## src/rtl/dtr_pkg.sv

```systemverilog
package dtr_pkg;

    typedef enum logic [1:0] {
        RES_ALLOW   = 2'd0,
        RES_UNDEF   = 2'd1,
        RES_TRAP_L2 = 2'd2,
        RES_TRAP_L3 = 2'd3
    } res_e;

    localparam int CLASS_W     = 4;
    localparam int NUM_CLASSES = 10;

    localparam logic [CLASS_W-1:0] CL_ROM   = 4'd0;
    localparam logic [CLASS_W-1:0] CL_OSPD  = 4'd1;
    localparam logic [CLASS_W-1:0] CL_DBG   = 4'd2;
    localparam logic [CLASS_W-1:0] CL_DXFER = 4'd3;
    localparam logic [CLASS_W-1:0] CL_PMU   = 4'd4;
    localparam logic [CLASS_W-1:0] CL_PMCTL = 4'd5;
    localparam logic [CLASS_W-1:0] CL_TRACE = 4'd6;
    localparam logic [CLASS_W-1:0] CL_PROF  = 4'd7;
    localparam logic [CLASS_W-1:0] CL_PBUF  = 4'd8;
    localparam logic [CLASS_W-1:0] CL_HCFG  = 4'd9;

    localparam logic [1:0] PBUF_L2_TRAP = 2'b00;
    localparam logic [1:0] PBUF_RSVD    = 2'b01;
    localparam logic [1:0] PBUF_OPEN    = 2'b11;

    typedef struct packed {
        logic       rom;
        logic       os;
        logic       dbg;
        logic       route;
        logic       pmu;
        logic       pmctl;
        logic       trace;
        logic       prof;
        logic [1:0] pbuf;
    } trap_ctl_t;

    typedef struct packed {
        logic undef;
        logic to_l3;
        logic to_l2;
    } verdict_t;

    function automatic verdict_t merge_verdict(verdict_t a, verdict_t b);
        verdict_t m;
        m.undef = a.undef | b.undef;
        m.to_l3 = a.to_l3 | b.to_l3;
        m.to_l2 = a.to_l2 | b.to_l2;
        return m;
    endfunction

    function automatic res_e resolve(verdict_t v);
        if (v.undef)      return RES_UNDEF;
        else if (v.to_l3) return RES_TRAP_L3;
        else if (v.to_l2) return RES_TRAP_L2;
        else              return RES_ALLOW;
    endfunction

    // Class reachable only from level 1 (level 0 makes it undefined).
    function automatic logic l1_only(int unsigned idx);
        return (idx == int'(CL_OSPD)) || (idx == int'(CL_TRACE)) ||
               (idx == int'(CL_PROF)) || (idx == int'(CL_PBUF));
    endfunction

    // Level-2 trap condition of one class for a level 0/1 access.
    function automatic logic class_trap(int unsigned idx, trap_ctl_t e,
                                        logic halted);
        case (idx)
            int'(CL_ROM):   return e.rom;
            int'(CL_OSPD):  return e.os;
            int'(CL_DBG):   return e.dbg;
            int'(CL_DXFER): return e.dbg & ~halted;
            int'(CL_PMU):   return e.pmu;
            int'(CL_PMCTL): return e.pmu | e.pmctl;
            int'(CL_TRACE): return e.trace;
            int'(CL_PROF):  return e.prof;
            int'(CL_PBUF):  return e.pbuf != PBUF_OPEN;
            default:        return 1'b0;
        endcase
    endfunction

endpackage

```

## src/rtl/dtr_ctl_eff.sv

```systemverilog
module dtr_ctl_eff
    import dtr_pkg::*;
(
    input  trap_ctl_t raw,
    input  logic      hyp_en,
    input  logic      host_mode,
    output trap_ctl_t eff
);
    logic route_f;

    always_comb begin
        route_f   = raw.route | host_mode;
        eff       = raw;
        eff.route = route_f;
        eff.rom   = raw.rom | route_f;
        eff.os    = raw.os  | route_f;
        eff.dbg   = raw.dbg | route_f;
        if (!hyp_en)
            eff.pbuf = PBUF_OPEN;
        else if (raw.pbuf == PBUF_RSVD)
            eff.pbuf = PBUF_L2_TRAP;
        else
            eff.pbuf = raw.pbuf;
    end
endmodule

```

## src/rtl/dtr_class_chk.sv

```systemverilog
module dtr_class_chk
    import dtr_pkg::*;
(
    input  trap_ctl_t            eff,
    input  logic [1:0]           priv,
    input  logic [CLASS_W-1:0]   cls,
    input  logic                 is_write,
    input  logic                 halted,
    input  logic                 hyp_en,
    output verdict_t             verdict
);
    localparam int SPAN = 1 << CLASS_W;

    logic [SPAN-1:0] hit_vec;
    logic [SPAN-1:0] l0_block_vec;
    logic [SPAN-1:0] known_vec;
    logic            low_priv;

    assign low_priv = (priv == 2'd0) || (priv == 2'd1);

    for (genvar g = 0; g < SPAN; g++) begin : g_cls
        if (g < NUM_CLASSES && g != int'(CL_HCFG)) begin : g_act
            assign known_vec[g]    = 1'b1;
            assign l0_block_vec[g] = l1_only(g);
            assign hit_vec[g]      = class_trap(g, eff, halted);
        end else if (g == int'(CL_HCFG)) begin : g_cfg
            assign known_vec[g]    = 1'b1;
            assign l0_block_vec[g] = 1'b0;
            assign hit_vec[g]      = 1'b0;
        end else begin : g_none
            assign known_vec[g]    = 1'b0;
            assign l0_block_vec[g] = 1'b0;
            assign hit_vec[g]      = 1'b0;
        end
    end

    always_comb begin
        verdict.undef = ~known_vec[cls]
                      | (l0_block_vec[cls] & (priv == 2'd0))
                      | ((cls == CL_ROM) & is_write);
        verdict.to_l3 = 1'b0;
        verdict.to_l2 = hyp_en & low_priv & hit_vec[cls];
    end
endmodule

```

## src/rtl/dtr_cfg_chk.sv

```systemverilog
module dtr_cfg_chk
    import dtr_pkg::*;
(
    input  logic       active,
    input  logic [1:0] priv,
    input  logic       hyp_en,
    input  logic       nested_virt,
    input  logic       mon_dbg_trap,
    output verdict_t   verdict
);
    always_comb begin
        verdict = '0;
        if (active) begin
            case (priv)
                2'd0: verdict.undef = 1'b1;
                2'd1: begin
                    if (hyp_en && nested_virt) verdict.to_l2 = 1'b1;
                    else                       verdict.undef = 1'b1;
                end
                2'd2: verdict.to_l3 = mon_dbg_trap;
                default: verdict = '0;
            endcase
        end
    end
endmodule

```

## src/rtl/dbg_trap_router.sv

```systemverilog
module dbg_trap_router
    import dtr_pkg::*;
#(
    parameter int                SYND_W  = 6,
    parameter logic [SYND_W-1:0] TRAP_EC = 6'h18
) (
    input  logic              clk,
    input  logic              rst,
    input  logic              req_valid,
    input  logic [1:0]        req_priv,
    input  logic [3:0]        req_class,
    input  logic              req_write,
    input  logic              dbg_halted,
    input  logic              hyp_en,
    input  logic              host_mode,
    input  logic              nested_virt,
    input  logic              mon_dbg_trap,
    input  logic              ctl_rom_trap,
    input  logic              ctl_os_trap,
    input  logic              ctl_dbg_trap,
    input  logic              ctl_route_dbg,
    input  logic              ctl_pmu_trap,
    input  logic              ctl_pmctl_trap,
    input  logic              ctl_trace_trap,
    input  logic              ctl_prof_trap,
    input  logic [1:0]        ctl_pbuf,
    output logic              rsp_valid,
    output logic [1:0]        rsp_result,
    output logic [SYND_W-1:0] rsp_syndrome,
    output logic              eff_rom_trap,
    output logic              eff_os_trap,
    output logic              eff_dbg_trap,
    output logic              eff_route_dbg,
    output logic              pbuf_trap_l1,
    output logic              pbuf_l2_regime
);
    trap_ctl_t raw_ctl, eff_ctl;
    verdict_t  cls_v, cfg_v, all_v;
    res_e      res_nxt;

    always_comb begin
        raw_ctl.rom   = ctl_rom_trap;
        raw_ctl.os    = ctl_os_trap;
        raw_ctl.dbg   = ctl_dbg_trap;
        raw_ctl.route = ctl_route_dbg;
        raw_ctl.pmu   = ctl_pmu_trap;
        raw_ctl.pmctl = ctl_pmctl_trap;
        raw_ctl.trace = ctl_trace_trap;
        raw_ctl.prof  = ctl_prof_trap;
        raw_ctl.pbuf  = ctl_pbuf;
    end

    dtr_ctl_eff u_eff (
        .raw       (raw_ctl),
        .hyp_en    (hyp_en),
        .host_mode (host_mode),
        .eff       (eff_ctl)
    );

    dtr_class_chk u_cls (
        .eff      (eff_ctl),
        .priv     (req_priv),
        .cls      (req_class),
        .is_write (req_write),
        .halted   (dbg_halted),
        .hyp_en   (hyp_en),
        .verdict  (cls_v)
    );

    dtr_cfg_chk u_cfg (
        .active       (req_class == CL_HCFG),
        .priv         (req_priv),
        .hyp_en       (hyp_en),
        .nested_virt  (nested_virt),
        .mon_dbg_trap (mon_dbg_trap),
        .verdict      (cfg_v)
    );

    assign all_v   = merge_verdict(cls_v, cfg_v);
    assign res_nxt = resolve(all_v);

    always_ff @(posedge clk) begin
        if (rst) begin
            rsp_valid    <= 1'b0;
            rsp_result   <= RES_ALLOW;
            rsp_syndrome <= '0;
        end else begin
            rsp_valid <= req_valid;
            if (req_valid) begin
                rsp_result   <= res_nxt;
                rsp_syndrome <= (res_nxt == RES_TRAP_L2 || res_nxt == RES_TRAP_L3)
                                ? TRAP_EC : '0;
            end else begin
                rsp_result   <= RES_ALLOW;
                rsp_syndrome <= '0;
            end
        end
    end

    assign eff_rom_trap   = eff_ctl.rom;
    assign eff_os_trap    = eff_ctl.os;
    assign eff_dbg_trap   = eff_ctl.dbg;
    assign eff_route_dbg  = eff_ctl.route;
    assign pbuf_trap_l1   = eff_ctl.pbuf != PBUF_OPEN;
    assign pbuf_l2_regime = eff_ctl.pbuf == PBUF_L2_TRAP;
endmodule

```

## config.mk

```make
export PLATFORM = sky130hd
export DESIGN_NAME = dbg_trap_router
export DESIGN_NICKNAME = d
export VERILOG_FILES = /design/src/rtl/dtr_pkg.sv /design/src/rtl/dtr_ctl_eff.sv /design/src/rtl/dtr_class_chk.sv /design/src/rtl/dtr_cfg_chk.sv /design/src/rtl/dbg_trap_router.sv
export SDC_FILE = /design/constraint.sdc
export NUM_CORES = 1
export LEC_CHECK = 0
export ABC_AREA = 0
export BUFFER_PORTS_ARGS = -buffer_cell sky130_fd_sc_hd__buf_2
export CAP_MARGIN = 20
export CORE_MARGIN = 10
export CORE_UTILIZATION = 30
export DETAILED_ROUTE_END_ITERATION = 10
export HOLD_SLACK_MARGIN = 0.1
export PLACE_DENSITY = 0.84
export SYNTH_ARGS = -nofsm -noshare
export SYNTH_HDL_FRONTEND = slang
export SYNTH_SLANG_ARGS = --single-unit
export TNS_END_PERCENT = 1
```

## constraint.sdc

```tcl
create_clock -name clk -period 1.4 [get_ports clk]
set_clock_uncertainty 0.2 [all_clocks]
set_input_delay 0.21 -clock clk [delete_from_list [all_inputs] [get_ports clk]]
set_output_delay 0.21 -clock clk [all_outputs]
set_load 0.05 [all_outputs]
```

Yosys cells after proc, flatten, opt, wreduce, memory -nomap -nowiden
Memory sizes are Yosys's and may differ from the RTL's. Cells that the tools add are included. Widths: inputs -> output; s select.

Register bits after elaboration: 9. Memory bits (read-only): 32. Input port bits: 25. Output and inout port bits: 15. Memories: 2.

Memories: (name not given) (words 16, bits a word 1, rd ports 1, clocked after Yosys merged registers in 0, write ports 0, RTL line dtr_class_chk.sv:39) `| (l0_block_vec[cls] & (priv == 2'd0))`; (name not given) (words 16, bits a word 1, rd ports 1, clocked after Yosys merged registers in 0, write ports 0, RTL line dtr_class_chk.sv:38) `verdict.undef = ~known_vec[cls]`.

Order comparisons: 1. Equal/unequal tests: 7. Muxes and demuxes: 16. Bitwise gates (word level): 17. Reduce and logical (&&, ||, !) cells: 7.

Operators by type and width (number): $mux 2 (5); $or 1x1->1 (9); $mux 1 (7); $eq 2x2->1 const B (3); $and 1x1->1 (5); $lt 4x5->1 const B (1); $mux 5 (1); $bmux 1 s4 (1); $eq 2x1->1 const B (2); $eq 4x4->1 const B (1); $logic_not 2->1 (2); $logic_not 4->1 (1); $mux 3 (1); $not 1->1 (3); $logic_or 1x1->1 (2); $ne 2x2->1 const B (1); $pmux 1 s2 (1); $reduce_or 2->1 (1); $logic_and 1x1->1 (1).

Longest topological paths before layout
Word-level depth: 14. Depth in mapped cells: 6.

Hierarchy
Synthesis repeated with hierarchy kept, for this count alone.

Cell total of the unflattened synthesis: 61. Area total of the unflattened synthesis: 473.0 um^2.

By module, submodules not included: dbg_trap_router (instances 1, cells an instance 20, area an instance 191.4 um^2, seq. area each 80.1 um^2); dtr_class_chk (instances 1, cells an instance 25, area an instance 163.9 um^2, seq. area each 0.0 um^2); dtr_ctl_eff (instances 1, cells an instance 11, area an instance 78.8 um^2, seq. area each 0.0 um^2); dtr_cfg_chk (instances 1, cells an instance 5, area an instance 38.8 um^2, seq. area each 0.0 um^2).

Worst setup path before layout
No wires, ideal clock.

Path kind: in2out. Start: in hyp_en. End: out pbuf_trap_l1. Arrival time: 1.349 ns. Required time: 0.990 ns. Slack: -0.359 ns. Cell stages on the path: 1. Path buffers: 0. Cell sequence: a21boi_0.

Cells in the longest elaborated chain, start to end: 2.

Ends and longest elaborated chain: start: declaration (RTL line dbg_trap_router.sv:14) `input logic hyp_en,`; $mux 2 (RTL line dtr_ctl_eff.sv:18) `if (!hyp_en)`; $ne 2x2->1 (RTL line dbg_trap_router.sv:104) `assign pbuf_trap_l1 = eff_ctl.pbuf != PBUF_OPEN;`; end: declaration (RTL line dbg_trap_router.sv:34) `output logic pbuf_trap_l1,`.

No other way between the ends.

Worst setup path in the final report
Start: in ctl_os_trap. End: out eff_os_trap.

Cells in the longest elaborated chain, start to end: 1.

Ends and longest elaborated chain: start: declaration (RTL line dbg_trap_router.sv:19) `input logic ctl_os_trap,`; $or 1x1->1 (RTL line dtr_ctl_eff.sv:16) `eff.os = raw.os | route_f;`; end: declaration (RTL line dbg_trap_router.sv:31) `output logic eff_os_trap,`.

No other way between the ends.

==> results.cfg <==
[die]
row_count = 13
initial_utilization_pct = 31.6
die_y_um = 56.8
fp.dieW_um = 56.8
pin_count = 40
die_area_um2 = 3230
coreArea_um2 = 1280

[yosys]
synth_area_um2 = 407
muxShareOfSynthArea_pct = 4.92
ys_seq_area_share_pct = 19.7
synth_compound_area_share_pct = 26.2
synth_top_family_by_area = simple AND/OR/NAND/NOR gates
synthAdderAreaFrac_pct = 0
synth.distinct_cells = 29
synthSimpleGateAreaFrac_pct = 34.5
synth.avg_cell_area_um2 = 7.82
yosys_warnings = 0
synth_seq_cells = 4
synth_xor_area_share_pct = 0
synthCells = 52

[layout]
design_area_um2 = 661
final_cell_mix = buf_2 (33), buf_4 (6), nand2_1 (4), conb_1 (4), dfxtp_1 (4)
n_antenna_cell = 0
final_common_cell = buf_2
drive_gt1_share_pct = 55.3
layoutNonFillerInstCount = 109
nets = 121
area_delta_synth_final_pct = 62.5

[flow_run]
drv_cap = 0

[critical_path]
cp-start-kind = primary input
end_kind = primary output
path_class = primary input to primary output
cp_max_fo = 2
worstPathRequired_ns = 0.99
arrival_ns = 0.97

[global_routing]
top_usage_layer = met2
grt_pass1_wl_um = 2280
grt_pass1_vias = 550
met1_usage_pct = 8.26
grt-ovfl-total = 0
grt_usage_pct = 8.50
use_met3_pct = 4.04
use_met2_pct = 15.2
grt_max_degree = 10
antenna_found_initial = 0

[timing]
fmax_mhz = 725
slew_viol_final = 0
setup_viol = 0
hold_viol = 0
fin_crit_sh_pct = 98.6
period_needed_ns = 1.38
rsz0062_at_grt = yes

[route]
drt_iter0_markers = 16
wirelength_um = 1440
route.detailed.wl_per_inst_um = 13.2
drc = 0
viasPerCell = 4.82
routed-via-count = 525
drt-pass1-iter-count = 4
ant_nets = 0

[worst_hold_path]
hold_path.class = primary input to flop

[clock_tree]
clkSlewWorstSetupHoldPaths_ns = 0.04
clock_sinks = 4
cts_buffer_depth = 2
root_buffer = clkbuf_4
cts_tree = done
h-tree-depth = 1
cts_made_buffers = 3

[placed_design]
numPortBuffers = 35
placedCellCount = 104
dpl.hpwl_um = 1230
place.gp.congestion = 0.716
dpl_cell_area_um2 = 601

[power_and_ir_drop]
peakVddDrop_mv = 0.482
finalPower_uw = 461
power_leakage_uw = 0.000354
pwr_density_cell_nw_per_um2 = 697

[outcome]
status = complete, no violations
[stage by stage]
stage               util [%]  worst slack [ns]  hold slack, ns  TNS (ns)
floorplan                  -            -0.187           0.113    -0.374
global placement        46.7            -0.172           0.211    -0.444
detailed placement      46.7            -0.190           0.223    -0.528
CTS                     50.4           0.00819           0.172         0
global route            51.4          -0.00326           0.190  -0.00561
finish                  51.4            0.0201           0.184         0
[layer usage]
| layer | vias up | wire [um] | part of all wire (%) |
|---|---|---|---|
| met2 | 27 | 764 | 53 |
| li1 | 268 | - | - |
| met3 | 0 | 93 | 6.5 |
| met1 | 230 | 581 | 40 |
| met5 | - | 0 | 0 |
| met4 | 0 | 0 | 0 |
[report_power, final]
group	internal, uW	switching [uW]	leakage (uW)
Sequential	118	0.828	0.0000327
Clock	95.9	47.4	0.0000138
Combinational	73.7	124	0.000307
Total	288	173	0.000354
[flip-flops by register name (all words and copies together), names as in the netlist]
| name | flops |
|---|---|
| rsp_syndrome | 1 |
| rsp_result | 2 |
| rsp_valid | 1 |
[cell families after synthesis]
kind of cell / count (synthesis)
mux: 2
simple gates: 23
flops: 4
buf+inv: 7
other cells: 1
compound gates: 15
[timing repair]
| action | CTS | global route |
|---|---|---|
| hold buffers | 2 | 0 |
| buffers inserted | 0 | 0 |
| pin swaps | 0 | 0 |
| gates resized for setup | 2 | 3 |
| hold endpoints to repair | 4 | 0 |
| endpoints found under the setup margin | 2 | 5 |
[worst paths after layout]
check | cells past startpoint | to | startpoint
setup / recovery | 3 | eff_os_trap | ctl_os_trap
hold / removal | 4 | rsp_result[0] | mon_dbg_trap
[worst max-delay path, cell delays in order]
cell and delay (ns):
buf_2 0.11, or3_2 0.48, buf_6 0.17
[synthesized netlist by cell type]
library cell	n	area, um2
a21boi_0	2	15.0
a21oi_1	3	15.0
a22oi_1	1	7.51
a311oi_1	1	8.76
a31oi_1	1	6.26
buf_4	5	37.5
clkbuf_2	1	5.00
clkbuf_8	1	13.8
conb_1	1	3.75
dfxtp_1	4	80.1
mux2i_1	2	20.0
nand2_1	4	15.0
nand2_2	1	6.26
nand3_1	2	10.0
nand4b_1	1	8.76
nor2_1	2	7.51
nor2_2	1	6.26
nor2b_1	2	12.5
nor3_1	2	10.0
nor3b_1	1	7.51
nor4b_1	1	8.76
o2111a_1	1	11.3
o211a_1	2	20.0
o211ai_1	1	7.51
o21ai_0	3	15.0
or2_2	2	12.5
or3_2	2	15.0
or3_4	1	11.3
or3b_1	1	8.76
[cell type report]
| class | count | area (um2) |
|---|---|---|
| clock buffer | 3 | 22.5 |
| tap | 15 | 18.8 |
| multi-input combinational | 44 | 287 |
| sequential | 4 | 80.1 |
| timing repair buffer | 43 | 253 |
| fill | 126 | 624 |
(Power assumes the default switching activity.)
